File: src/rtl/resonant_vreg.sv
module resonant_vreg #(
  parameter int NSEC = 7,
  parameter int DW = 16,
  parameter int AW = 32,
  parameter int FRAC = 14,
  parameter int VLIM = 28000,
  parameter int ADDR_W = $clog2(8 * (NSEC + 1))
) (
  input  logic                 clk,
  input  logic                 rst_n,
  input  logic                 tick,
  input  logic signed [DW-1:0] v_ref,
  input  logic signed [DW-1:0] v_meas,
  input  logic signed [DW-1:0] i_cap,
  input  logic                 cfg_we,
  input  logic [ADDR_W-1:0]    cfg_addr,
  input  logic signed [DW-1:0] cfg_data,
  output logic signed [DW-1:0] v_out,
  output logic                 v_valid
);
  localparam int SEC_W = $clog2(NSEC + 1);
  localparam int SI_W = $clog2(NSEC);
  localparam int NCOEF = 5 * NSEC;
  localparam int CI_W = $clog2(NCOEF);
  localparam int SA_W = ADDR_W - 3;
  localparam logic signed [AW+1:0] AMAX = {3'b000, {(AW-1){1'b1}}};
  localparam logic signed [AW+1:0] AMIN = {3'b111, {(AW-1){1'b0}}};
  localparam logic signed [AW-1:0] DMAX = AW'(2 ** (DW - 1) - 1);
  localparam logic signed [AW-1:0] DMIN = -DMAX - AW'(1);
  localparam logic signed [AW-1:0] VHI = AW'(VLIM);
  localparam logic signed [AW-1:0] VLO = -VHI;

  function automatic logic signed [AW-1:0] sat_acc(input logic signed [AW+1:0] x);
    if (x > AMAX) return AMAX[AW-1:0];
    if (x < AMIN) return AMIN[AW-1:0];
    return x[AW-1:0];
  endfunction

  function automatic logic signed [DW-1:0] sat_dw(input logic signed [AW-1:0] x);
    if (x > DMAX) return DMAX[DW-1:0];
    if (x < DMIN) return DMIN[DW-1:0];
    return x[DW-1:0];
  endfunction

  logic signed [DW-1:0] coef [NCOEF];
  logic signed [DW-1:0] y1 [NSEC];
  logic signed [DW-1:0] y2 [NSEC];
  logic [NSEC-1:0]      en;
  logic signed [DW-1:0] kp, kad, e0, e1, e2, ref_q, ic_q;
  logic                 busy;
  logic [SEC_W-1:0]     sec_q;
  logic [2:0]           k_q;
  logic signed [AW-1:0] sacc, total;

  logic                 in_sec, sub;
  logic [SI_W-1:0]      sidx;
  logic [CI_W-1:0]      ci;
  logic signed [DW-1:0] opa, opb, y_n, out_n;
  logic signed [AW-1:0] prod, sacc_n, total_n, res;
  logic signed [AW+1:0] pe, t_add;
  logic signed [DW:0]   ediff;
  logic [SA_W-1:0]      wsec;
  logic [2:0]           wslot;

  assign in_sec = sec_q < SEC_W'(NSEC);
  assign sidx   = in_sec ? SI_W'(sec_q) : '0;
  assign ci     = CI_W'(int'(sidx) * 5 + int'(k_q));
  assign ediff  = (DW+1)'(v_ref) - (DW+1)'(v_meas);
  assign wsec   = cfg_addr[ADDR_W-1:3];
  assign wslot  = cfg_addr[2:0];

  always_comb begin
    opa = '0;
    opb = '0;
    sub = 1'b0;
    if (in_sec) begin
      opa = coef[ci];
      sub = (k_q >= 3'd3);
      case (k_q)
        3'd0:    opb = e0;
        3'd1:    opb = e1;
        3'd2:    opb = e2;
        3'd3:    opb = y1[sidx];
        default: opb = y2[sidx];
      endcase
    end else begin
      opa = (k_q == 3'd0) ? kp : kad;
      opb = (k_q == 3'd0) ? e0 : ic_q;
      sub = (k_q == 3'd1);
    end
  end

  assign prod   = AW'(opa) * AW'(opb);
  assign pe     = (AW+2)'(prod);
  assign sacc_n = sat_acc((k_q == 3'd0) ? pe : (AW+2)'(sacc) + (sub ? -pe : pe));
  assign y_n    = sat_dw(sacc_n >>> FRAC);

  always_comb begin
    t_add = '0;
    if (in_sec) begin
      if (k_q == 3'd4 && en[sidx]) t_add = (AW+2)'(y_n) <<< FRAC;
    end else begin
      case (k_q)
        3'd0:    t_add = pe;
        3'd1:    t_add = -pe;
        default: t_add = (AW+2)'(ref_q) <<< FRAC;
      endcase
    end
  end

  assign total_n = sat_acc((AW+2)'(total) + t_add);
  assign res     = total_n >>> FRAC;
  assign out_n   = (res > VHI) ? VHI[DW-1:0] : (res < VLO) ? VLO[DW-1:0] : res[DW-1:0];

  always_ff @(posedge clk) begin
    if (!rst_n) begin
      for (int i = 0; i < NCOEF; i++) coef[i] <= '0;
      for (int i = 0; i < NSEC; i++) begin
        y1[i] <= '0;
        y2[i] <= '0;
      end
      en <= '0;
      kp <= '0;
      kad <= '0;
      e0 <= '0;
      e1 <= '0;
      e2 <= '0;
      ref_q <= '0;
      ic_q <= '0;
      busy <= 1'b0;
      sec_q <= '0;
      k_q <= '0;
      sacc <= '0;
      total <= '0;
      v_out <= '0;
      v_valid <= 1'b0;
    end else begin
      v_valid <= 1'b0;
      if (cfg_we) begin
        if (int'(wsec) < NSEC) begin
          if (wslot < 3'd5) coef[CI_W'(int'(wsec) * 5 + int'(wslot))] <= cfg_data;
          else if (wslot == 3'd5) en[SI_W'(wsec)] <= cfg_data[0];
        end else if (int'(wsec) == NSEC) begin
          if (wslot == 3'd0) kp <= cfg_data;
          if (wslot == 3'd1) kad <= cfg_data;
        end
      end
      if (!busy) begin
        if (tick) begin
          ref_q <= v_ref;
          ic_q <= i_cap;
          e0 <= sat_dw(AW'(ediff));
          busy <= 1'b1;
          sec_q <= '0;
          k_q <= '0;
          total <= '0;
        end
      end else begin
        sacc <= sacc_n;
        total <= total_n;
        if (in_sec) begin
          if (k_q == 3'd4) begin
            if (en[sidx]) begin
              y2[sidx] <= y1[sidx];
              y1[sidx] <= y_n;
            end else begin
              y2[sidx] <= '0;
              y1[sidx] <= '0;
            end
            k_q <= '0;
            sec_q <= sec_q + SEC_W'(1);
          end else begin
            k_q <= k_q + 3'd1;
          end
        end else if (k_q == 3'd2) begin
          e2 <= e1;
          e1 <= e0;
          v_out <= out_n;
          v_valid <= 1'b1;
          busy <= 1'b0;
        end else begin
          k_q <= k_q + 3'd1;
        end
      end
    end
  end
endmodule

File: config.mk
export PLATFORM = sky130hd
export DESIGN_NAME = resonant_vreg
export DESIGN_NICKNAME = d
export VERILOG_FILES = /design/src/rtl/resonant_vreg.sv
export SDC_FILE = /design/constraint.sdc
export NUM_CORES = 2
export LEC_CHECK = 0
export BUFFER_PORTS_ARGS = -buffer_cell sky130_fd_sc_hd__buf_2
export CAP_MARGIN = 20
export CORE_MARGIN = 2
export CORE_UTILIZATION = 42
export DETAILED_ROUTE_END_ITERATION = 6
export GPL_TIMING_DRIVEN = 0
export HOLD_SLACK_MARGIN = 0.03
export SYNTH_ARGS = -nofsm -noshare
export SYNTH_HDL_FRONTEND = slang
export SYNTH_SLANG_ARGS = --single-unit
File: constraint.sdc
create_clock -name clk -period 26.3 [get_ports clk]
set_input_delay 1.315 -clock clk [delete_from_list [all_inputs] [get_ports clk]]
set_output_delay 1.315 -clock clk [all_outputs]
set_load 0.05 [all_outputs]
**Yosys cells after proc, flatten, opt, wreduce, memory -nomap -nowiden**

Memories as Yosys holds them, arrays and structs flattened.
Cells that the tools add are included.

- Register bits after elaboration: 207
- Memory bits (writable): 784
- Output and inout bits: 17
- Logic and storage cells: 176
- Memories kept: 3

- Add/sub/neg operators: 8
- $mul: 3
- Magnitude comparators: 17
- Equality and inequality tests: 10
- Multiplexer cells: 97
- Bitwise operators: 7
- Reduce and logical (&&, ||, !) cells: 16

Memories:

| name | words | width | rd ports | clocked after memory_dff | write ports | RTL line | text |
|---|---|---|---|---|---|---|---|
| coef | 35 | 16 | 1 | 0 | 35 | 45 | `logic signed [DW-1:0] coef [NCOEF];` |
| y1 | 7 | 16 | 1 | 0 | 7 | 46 | `logic signed [DW-1:0] y1 [NSEC];` |
| y2 | 7 | 16 | 1 | 0 | 7 | 47 | `logic signed [DW-1:0] y2 [NSEC];` |

Operators with widths:

| kind | number |
|---|---|
| $mux 32 | 10 |
| $mux 16 | 19 |
| $mux 34 | 4 |
| $add 32x34->34 | 2 |
| $gt 34x32->1 const B | 2 |
| $lt 34x32->1 const B | 2 |
| $pmux 34 s2 | 1 |
| $pmux 16 s4 | 1 |
| $reduce_or 16->1 | 3 |
| $mux 1 | 47 |
| $gt 18x16->1 const B | 2 |
| $lt 18x16->1 const B | 2 |
| $neg 32->34 | 1 |
| $mux 3 | 11 |
| $mul 16x16->32 | 1 |
| $gt 17x16->1 const B | 1 |
| $lt 17x16->1 const B | 1 |
| $sub 16x16->17 | 1 |
| $add 6x3->6 | 2 |
| $mul 3x3->6 const B | 2 |
| $reduce_and 4->1 | 3 |
| $eq 3x1->1 const B | 3 |
| $lt 3x3->1 const B | 3 |
| $lt 3x4->1 const B | 2 |
| 19 further kinds | 32 |

**Longest topological paths before layout**

An unclocked memory read counts as a cell.

- Depth after elaboration: 32
- Gate-level depth with buffers: 83
- Depth with buffers taken out: 74

**Worst setup path before layout**

No wires, ideal clock.

- Path kind: reg2reg
- Start point: register sec_q[1]
- End point: register v_out[5]
- Data arrival time: 18.380 ns
- Data required time: 26.179 ns
- Path slack: 7.799 ns
- Cell stages (with the launch flop): 78
- Path buffers: 13
- Period minus slack after synthesis: 18.501 ns
- Cells stage by stage: dfxtp_1 buf_1 buf_1 nand2_1 nand2_1 inv_1 buf_1 clkbuf_1 ha_1 buf_2 buf_6 buf_2 buf_1 buf_1 mux4_2 mux4_2 mux4_2 a21oi_1 [... 42 more ...] o22ai_1 ha_1 a21o_1 a21o_1 a21oi_1 o21ai_0 nand3_1 o311ai_0 a311oi_1 xnor2_1 nand2b_1 or3_1 and3_1 a211oi_1 nand3_1 o211ai_4 buf_6 a21oi_1

- Longest elaborated chain between the ends: 32

Ends and longest elaborated chain:

| what | RTL line | text |
|---|---|---|
| start: declaration | 51 | `logic [SEC_W-1:0] sec_q;` |
| start signal: assignment | 171 | `sec_q <= sec_q + SEC_W'(1);` |
| $lt 3x3->1 | 65 | `assign in_sec = sec_q < SEC_W'(NSEC);` |
| $mux 3 | 66 | `assign sidx = in_sec ? SI_W'(sec_q) : '0;` |
| $mul 3x3->6 | 67 | `assign ci = CI_W'(int'(sidx) * 5 + int'(k_q));` |
| $add 6x3->6 | 67 |  |
| $mem_v2 35x16 | - |  |
| $mux 16 | 76 | `if (in_sec) begin` |
| $mul 16x16->32 | 93 | `assign prod = AW'(opa) * AW'(opb);` |
| $neg 32->34 | 95, 105 |  |
| [... 14 more ...] | - |  |
| $mux 34 | 100 | `if (in_sec) begin` |
| $add 32x34->34 | 111 | `assign total_n = sat_acc((AW+2)'(total) + t_add);` |
| $lt 34x32->1 | 35 | `if (x < AMIN) return AMIN[AW-1:0];` |
| $mux 1 (2 in series) | 35 |  |
| $mux 32 | 36 | `return x[AW-1:0];` |
| $mux 32 | 35 |  |
| $lt 18x16->1 | 113 | `assign out_n = (res > VHI) ? VHI[DW-1:0] : (res < VLO) ? VLO[DW-1:0] : res[DW-1:0];` |
| $mux 16 (2 in series) | 113 |  |
| end signal: assignment | 178 | `v_out <= out_n;` |
| end: declaration | 18 | `output logic signed [DW-1:0] v_out,` |

Parallel ways exist; a longest one is shown, timed or not. The select of a mux whose other input is x is not followed.
A chain may end at the register's enable or synchronous reset.

**Worst setup path in the final report**

- Start point: register sec_q[1]
- End point: register total[10]

- Longest elaborated chain between the ends: 30

Ends and longest elaborated chain:

| what | RTL line | text |
|---|---|---|
| $lt 3x3->1 | 65 |  |
| $mux 3 | 66 |  |
| $mul 3x3->6 | 67 |  |
| $add 6x3->6 | 67 |  |
| $mem_v2 35x16 | - |  |
| $mux 16 | 76 |  |
| $mul 16x16->32 | 93 |  |
| $neg 32->34 | 95, 105 |  |
| [... 13 more ...] | - |  |
| $mux 34 | 101 | `if (k_q == 3'd4 && en[sidx]) t_add = (AW+2)'(y_n) <<< FRAC;` |
| $mux 34 (*) | 100 |  |
| $add 32x34->34 (*) | 111 |  |
| $lt 34x32->1 | 35 |  |
| $mux 1 (2 in series) | 35 |  |
| $mux 32 | 36 |  |
| $mux 32 (*) | 35 |  |
| $mux 32 (*) | 148 | `if (!busy) begin` |
| end signal: assignment | 160 | `total <= total_n;` |
| end: declaration | 53 | `logic signed [AW-1:0] sacc, total;` |

Every way passes the cells marked *; elsewhere a longest branch is shown, timed or not. The select of a mux whose other input is x is not followed.

==> report_table.html <==
<table>
<tr><th>Metric</th><th>Value</th></tr>
<tr><th colspan="2">Run status</th></tr>
<tr><td>Run status</td><td>finished, final reports clean</td></tr>
<tr><th colspan="2">Run</th></tr>
<tr><td>Number of max-cap violations</td><td>0</td></tr>
<tr><th colspan="2">Synthesis</th></tr>
<tr><td>Avg Cell Area, Syn</td><td>11.96 um2</td></tr>
<tr><td>Proportion of synthesized chip area in sequential cells</td><td>53.06%</td></tr>
<tr><td>Number of library cell types mapped by synthesis</td><td>104</td></tr>
<tr><td>Most common flop cell mapped by yosys</td><td>sky130_fd_sc_hd__edfxtp_1</td></tr>
<tr><td>Syn Nets</td><td>7014</td></tr>
<tr><td>Mapped cell area</td><td>77540 um2</td></tr>
<tr><td>EDFF count, synth</td><td>1200</td></tr>
<tr><td>Share of async-settable or async-resettable flops after synthesis</td><td>0%</td></tr>
<tr><td>Flop and latch count out of synthesis</td><td>1455</td></tr>
<tr><td>Synthesized instance count</td><td>6484</td></tr>
<tr><td>Yosys warning total</td><td>0</td></tr>
<tr><th colspan="2">Hold path</th></tr>
<tr><td>Worst hold path class</td><td>register to register</td></tr>
<tr><td>Hold path endpoint</td><td>total[0]</td></tr>
<tr><td>Worst Hold Launch</td><td>total[0]</td></tr>
<tr><td>Cells on Worst Hold Path</td><td>2</td></tr>
<tr><th colspan="2">Timing</th></tr>
<tr><td>Final cycle utilization of the critical path</td><td>95.31%</td></tr>
<tr><td>Final Hold Viols</td><td>0</td></tr>
<tr><td>Transition at the pin with the smallest max-transition slack</td><td>1.336 ns</td></tr>
<tr><td>Peak Freq</td><td>39.89 MHz</td></tr>
<tr><td>Total negative setup slack</td><td>0 ns</td></tr>
<tr><td>Setup-failing EPs final</td><td>0</td></tr>
<tr><td>Max-Slew Margin vs Limit</td><td>10.97%</td></tr>
<tr><td>Worst Clk Skew</td><td>0.05226 ns</td></tr>
<tr><td>Time the worst path needs with I/O delays and setup</td><td>25.07 ns</td></tr>
<tr><td>Final number of max-transition violations</td><td>0</td></tr>
<tr><td>Setup repair after global routing missed its margin</td><td>no</td></tr>
<tr><th colspan="2">Floorplanning</th></tr>
<tr><td>Initial core utilization</td><td>42.31%</td></tr>
<tr><td>Core ar.</td><td>183300 um2</td></tr>
<tr><td>Number of rows in the core area</td><td>157</td></tr>
<tr><td>Die Span Y</td><td>433.7 um</td></tr>
<tr><td>Area of the die</td><td>188100 um2</td></tr>
<tr><td>Number of top-level design ports</td><td>91</td></tr>
<tr><td>Die width</td><td>433.7 um</td></tr>
<tr><th colspan="2">Worst setup path</th></tr>
<tr><td>Reg-to-reg setup timing slack</td><td>1.23 ns</td></tr>
<tr><td>Longest individual stage delay on the worst path</td><td>0.74 ns</td></tr>
<tr><td>Maximum fanout along the worst path</td><td>11</td></tr>
<tr><td>Beginning of the worst register-to-register path</td><td>sec_q[1]</td></tr>
<tr><td>Required time worst endpoint</td><td>27.05 ns</td></tr>
<tr><td>Reg-to-Reg End</td><td>total[10]</td></tr>
<tr><td>CP arrival</td><td>25.82 ns</td></tr>
<tr><td>Startpoint class of the critical path</td><td>register</td></tr>
<tr><td>Worst reg2reg path depth</td><td>77</td></tr>
<tr><td>Crit path buffers/inverters</td><td>22</td></tr>
<tr><td>Critical path type</td><td>register to register</td></tr>
<tr><td>Family of cells with the greatest summed delay on the critical path</td><td>buffers and inverters</td></tr>
<tr><td>Critical Path Source</td><td>sec_q[1]</td></tr>
<tr><td>Category of the worst setup path capture point</td><td>register</td></tr>
<tr><td>Slowest stage cell, crit path</td><td>sky130_fd_sc_hd__clkdlybuf4s15_1</td></tr>
<tr><th colspan="2">Final layout</th></tr>
<tr><td>Final cell area excluding filler cells</td><td>87330 um2</td></tr>
<tr><td>Total Nets Final</td><td>7325</td></tr>
<tr><td>Most common library cell in the layout ignoring fill and taps</td><td>sky130_fd_sc_hd__edfxtp_1</td></tr>
<tr><td>Post-synthesis to final-layout area growth</td><td>12.63%</td></tr>
<tr><td>Final standard cell count with taps included and fillers excluded</td><td>9389</td></tr>
<tr><td>Fraction of layout cells with a size suffix above 1</td><td>13.71%</td></tr>
<tr><td>Top library cells by usage in the layout, fill and taps aside</td><td>sky130_fd_sc_hd__edfxtp_1 (1200), sky130_fd_sc_hd__nor2_1 (1105), sky130_fd_sc_hd__nand2_1 (565)</td></tr>
<tr><th colspan="2">CTS</th></tr>
<tr><td>Library cell used as clock root buffer</td><td>sky130_fd_sc_hd__clkbuf_16</td></tr>
<tr><td>Hold Buf Count CTS</td><td>0</td></tr>
<tr><td>Post-CTS Setup Repair Bufs</td><td>0</td></tr>
<tr><td>Worst skew pair latency</td><td>0.83 ns</td></tr>
<tr><td>Clk buf depth</td><td>3</td></tr>
<tr><td>Clock-pin slew of the registers on the worst-case setup and hold paths</td><td>0.07 ns</td></tr>
<tr><td>Clock buffer count from CTS</td><td>154</td></tr>
<tr><td>Clk sinks</td><td>1455</td></tr>
<tr><td>CTS tree</td><td>done</td></tr>
<tr><td>Maximum level of the CTS H-tree</td><td>4</td></tr>
<tr><th colspan="2">Power and ir drop</th></tr>
<tr><td>LEAKAGE</td><td>30.19 nW</td></tr>
<tr><td>Power density over cell area</td><td>124.4 nW/um2</td></tr>
<tr><td>Peak ir drop on the vdd network</td><td>0.3203 mV</td></tr>
<tr><th colspan="2">Route</th></tr>
<tr><td>Initial DRT Pass Iterations</td><td>6</td></tr>
<tr><td>Final antenna-violating net count</td><td>0</td></tr>
<tr><td>Vias</td><td>56220</td></tr>
<tr><td>Post-DR vias/cell</td><td>5.987</td></tr>
<tr><td>Total wire length</td><td>267.1 mm</td></tr>
<tr><td>DRC violation count after routing</td><td>0</td></tr>
<tr><td>Iteration-0 DRC Markers</td><td>7953</td></tr>
<tr><td>Final routed wire length divided by cell count</td><td>28.45 um</td></tr>
<tr><th colspan="2">Placement</th></tr>
<tr><td>Post-Place Cells</td><td>9095</td></tr>
<tr><td>Number of buffers added on ports</td><td>88</td></tr>
<tr><td>Placed Area</td><td>82280 um2</td></tr>
<tr><td>Half-perimeter wire length after detailed placement</td><td>197.6 mm</td></tr>
<tr><td>Routability congestion estimate</td><td>0.9804</td></tr>
<tr><th colspan="2">Global route</th></tr>
<tr><td>All-layer global routing usage</td><td>28.22%</td></tr>
<tr><td>Number of global-route vias before repair</td><td>53790</td></tr>
<tr><td>Initial antenna violation count</td><td>20</td></tr>
<tr><td>Remaining global-route overflow</td><td>0</td></tr>
<tr><td>Global-route wire length before repair</td><td>379.5 mm</td></tr>
<tr><td>Pin count of the biggest net entering global routing</td><td>33</td></tr>
</table>
## final cells by class
cell class / count / area (um2)
Antenna cell: 11 / 27.53
Buffer: 397 / 1597
Clock buffer: 208 / 4260
Clock inverter: 67 / 665.6
Fill cell: 16440 / 95950
Inverter: 424 / 1592
Multi-Input combinational cell: 4208 / 33450
Sequential cell: 1455 / 41140
Tap cell: 2464 / 3083
Timing Repair Buffer: 155 / 1520
## per-layer routing
layer,track usage [%],routed length (um),vias up
met5,0,46,-
met3,6.170,29820,495
met2,42.05,118700,3168
met4,12.87,12640,6
li1,-,-,23730
met1,39.51,106000,28810
## worst max path at each step
stage                           end  slack [ns]  cells past startpoint
after floorplan            v_out[5]        7.80                     77
after global placement     total[8]        0.74                     77
after detailed placement  total[10]        1.11                     77
after CTS                 total[10]        1.03                     77
after global routing       v_out[5]        0.02                     77
final                     total[10]        1.23                     77
## state kept, by name, summed over array words and instances (netlist names)
register / flops
sacc: 32
e2: 16
en: 7
v_valid: 1
y2: 112
ic_q: 16
kp: 16
busy: 1
k_q: 3
v_out: 16
ref_q: 16
kad: 16
sec_q: 3
coef: 1024
e1: 16
y1: 112
e0: 16
total: 32
## cells in the mapped netlist (all sizes together), types with 102 or more instances
library cell | number | share of area, %
inv | 423 | 2.0
nor2 | 1135 | 5.5
edfxtp | 1200 | 46
nand2 | 571 | 2.8
fa | 268 | 6.9
or2 | 102 | 0.82
clkbuf | 310 | 1.5
mux4 | 335 | 9.7
o21ai | 219 | 1.4
dfxtp | 255 | 6.6
mux2i | 105 | 1.4
a21oi | 380 | 2.5
ha | 188 | 3.0
## cells by family (layout without fill, tap and decap cells)
| kind of cell | Yosys count | count (layout) | share of synthesized area, % |
|---|---|---|---|
| simple gates | 2170 | 2170 | 11.98 |
| flops | 1455 | 1455 | 53.06 |
| compound gates | 970 | 970 | 7.841 |
| buf+inv | 821 | 1251 | 4.060 |
| fa+ha+maj | 468 | 468 | 10.11 |
| mux | 445 | 445 | 11.16 |
| xor+xnor | 155 | 155 | 1.794 |
| other cells | 0 | 11 | 0 |
## report_power, final
part	switching [mW]	internal, mW
clock	0.946	1.22
sequential	0.0377	2.57
combinational	4.04	2.04
total	5.03	5.84
## tightest hold or removal path, cell delays in order (launching register included)
cell                      delay, ns
sky130_fd_sc_hd__dfxtp_1       0.31
sky130_fd_sc_hd__nand2_1       0.05
sky130_fd_sc_hd__nand2_1       0.04
## per-stage QoR
stage / hold slack (ns) / util [%] / power [mW] / setup WS, ns
CTS: 0.4411 / 47.58 / 10.71 / 1.033
floorplan: 0.4223 / - / 6.709 / 7.799
finish: 0.4442 / 47.65 / 10.86 / 1.233
global route: 0.4729 / 47.64 / 11.39 / 0.02446
global placement: 0.4283 / 44.23 / 8.523 / 0.7385
detailed placement: 0.4371 / 44.89 / 8.556 / 1.110
## timing repair
item / 4_1_cts / 5_1_grt
setup endpoints to repair: 0 / 39
endpoints found under the hold margin: 0 / 0
gates resized for setup: 0 / 8
No activity file was read; power rests on OpenSTA's default activity.
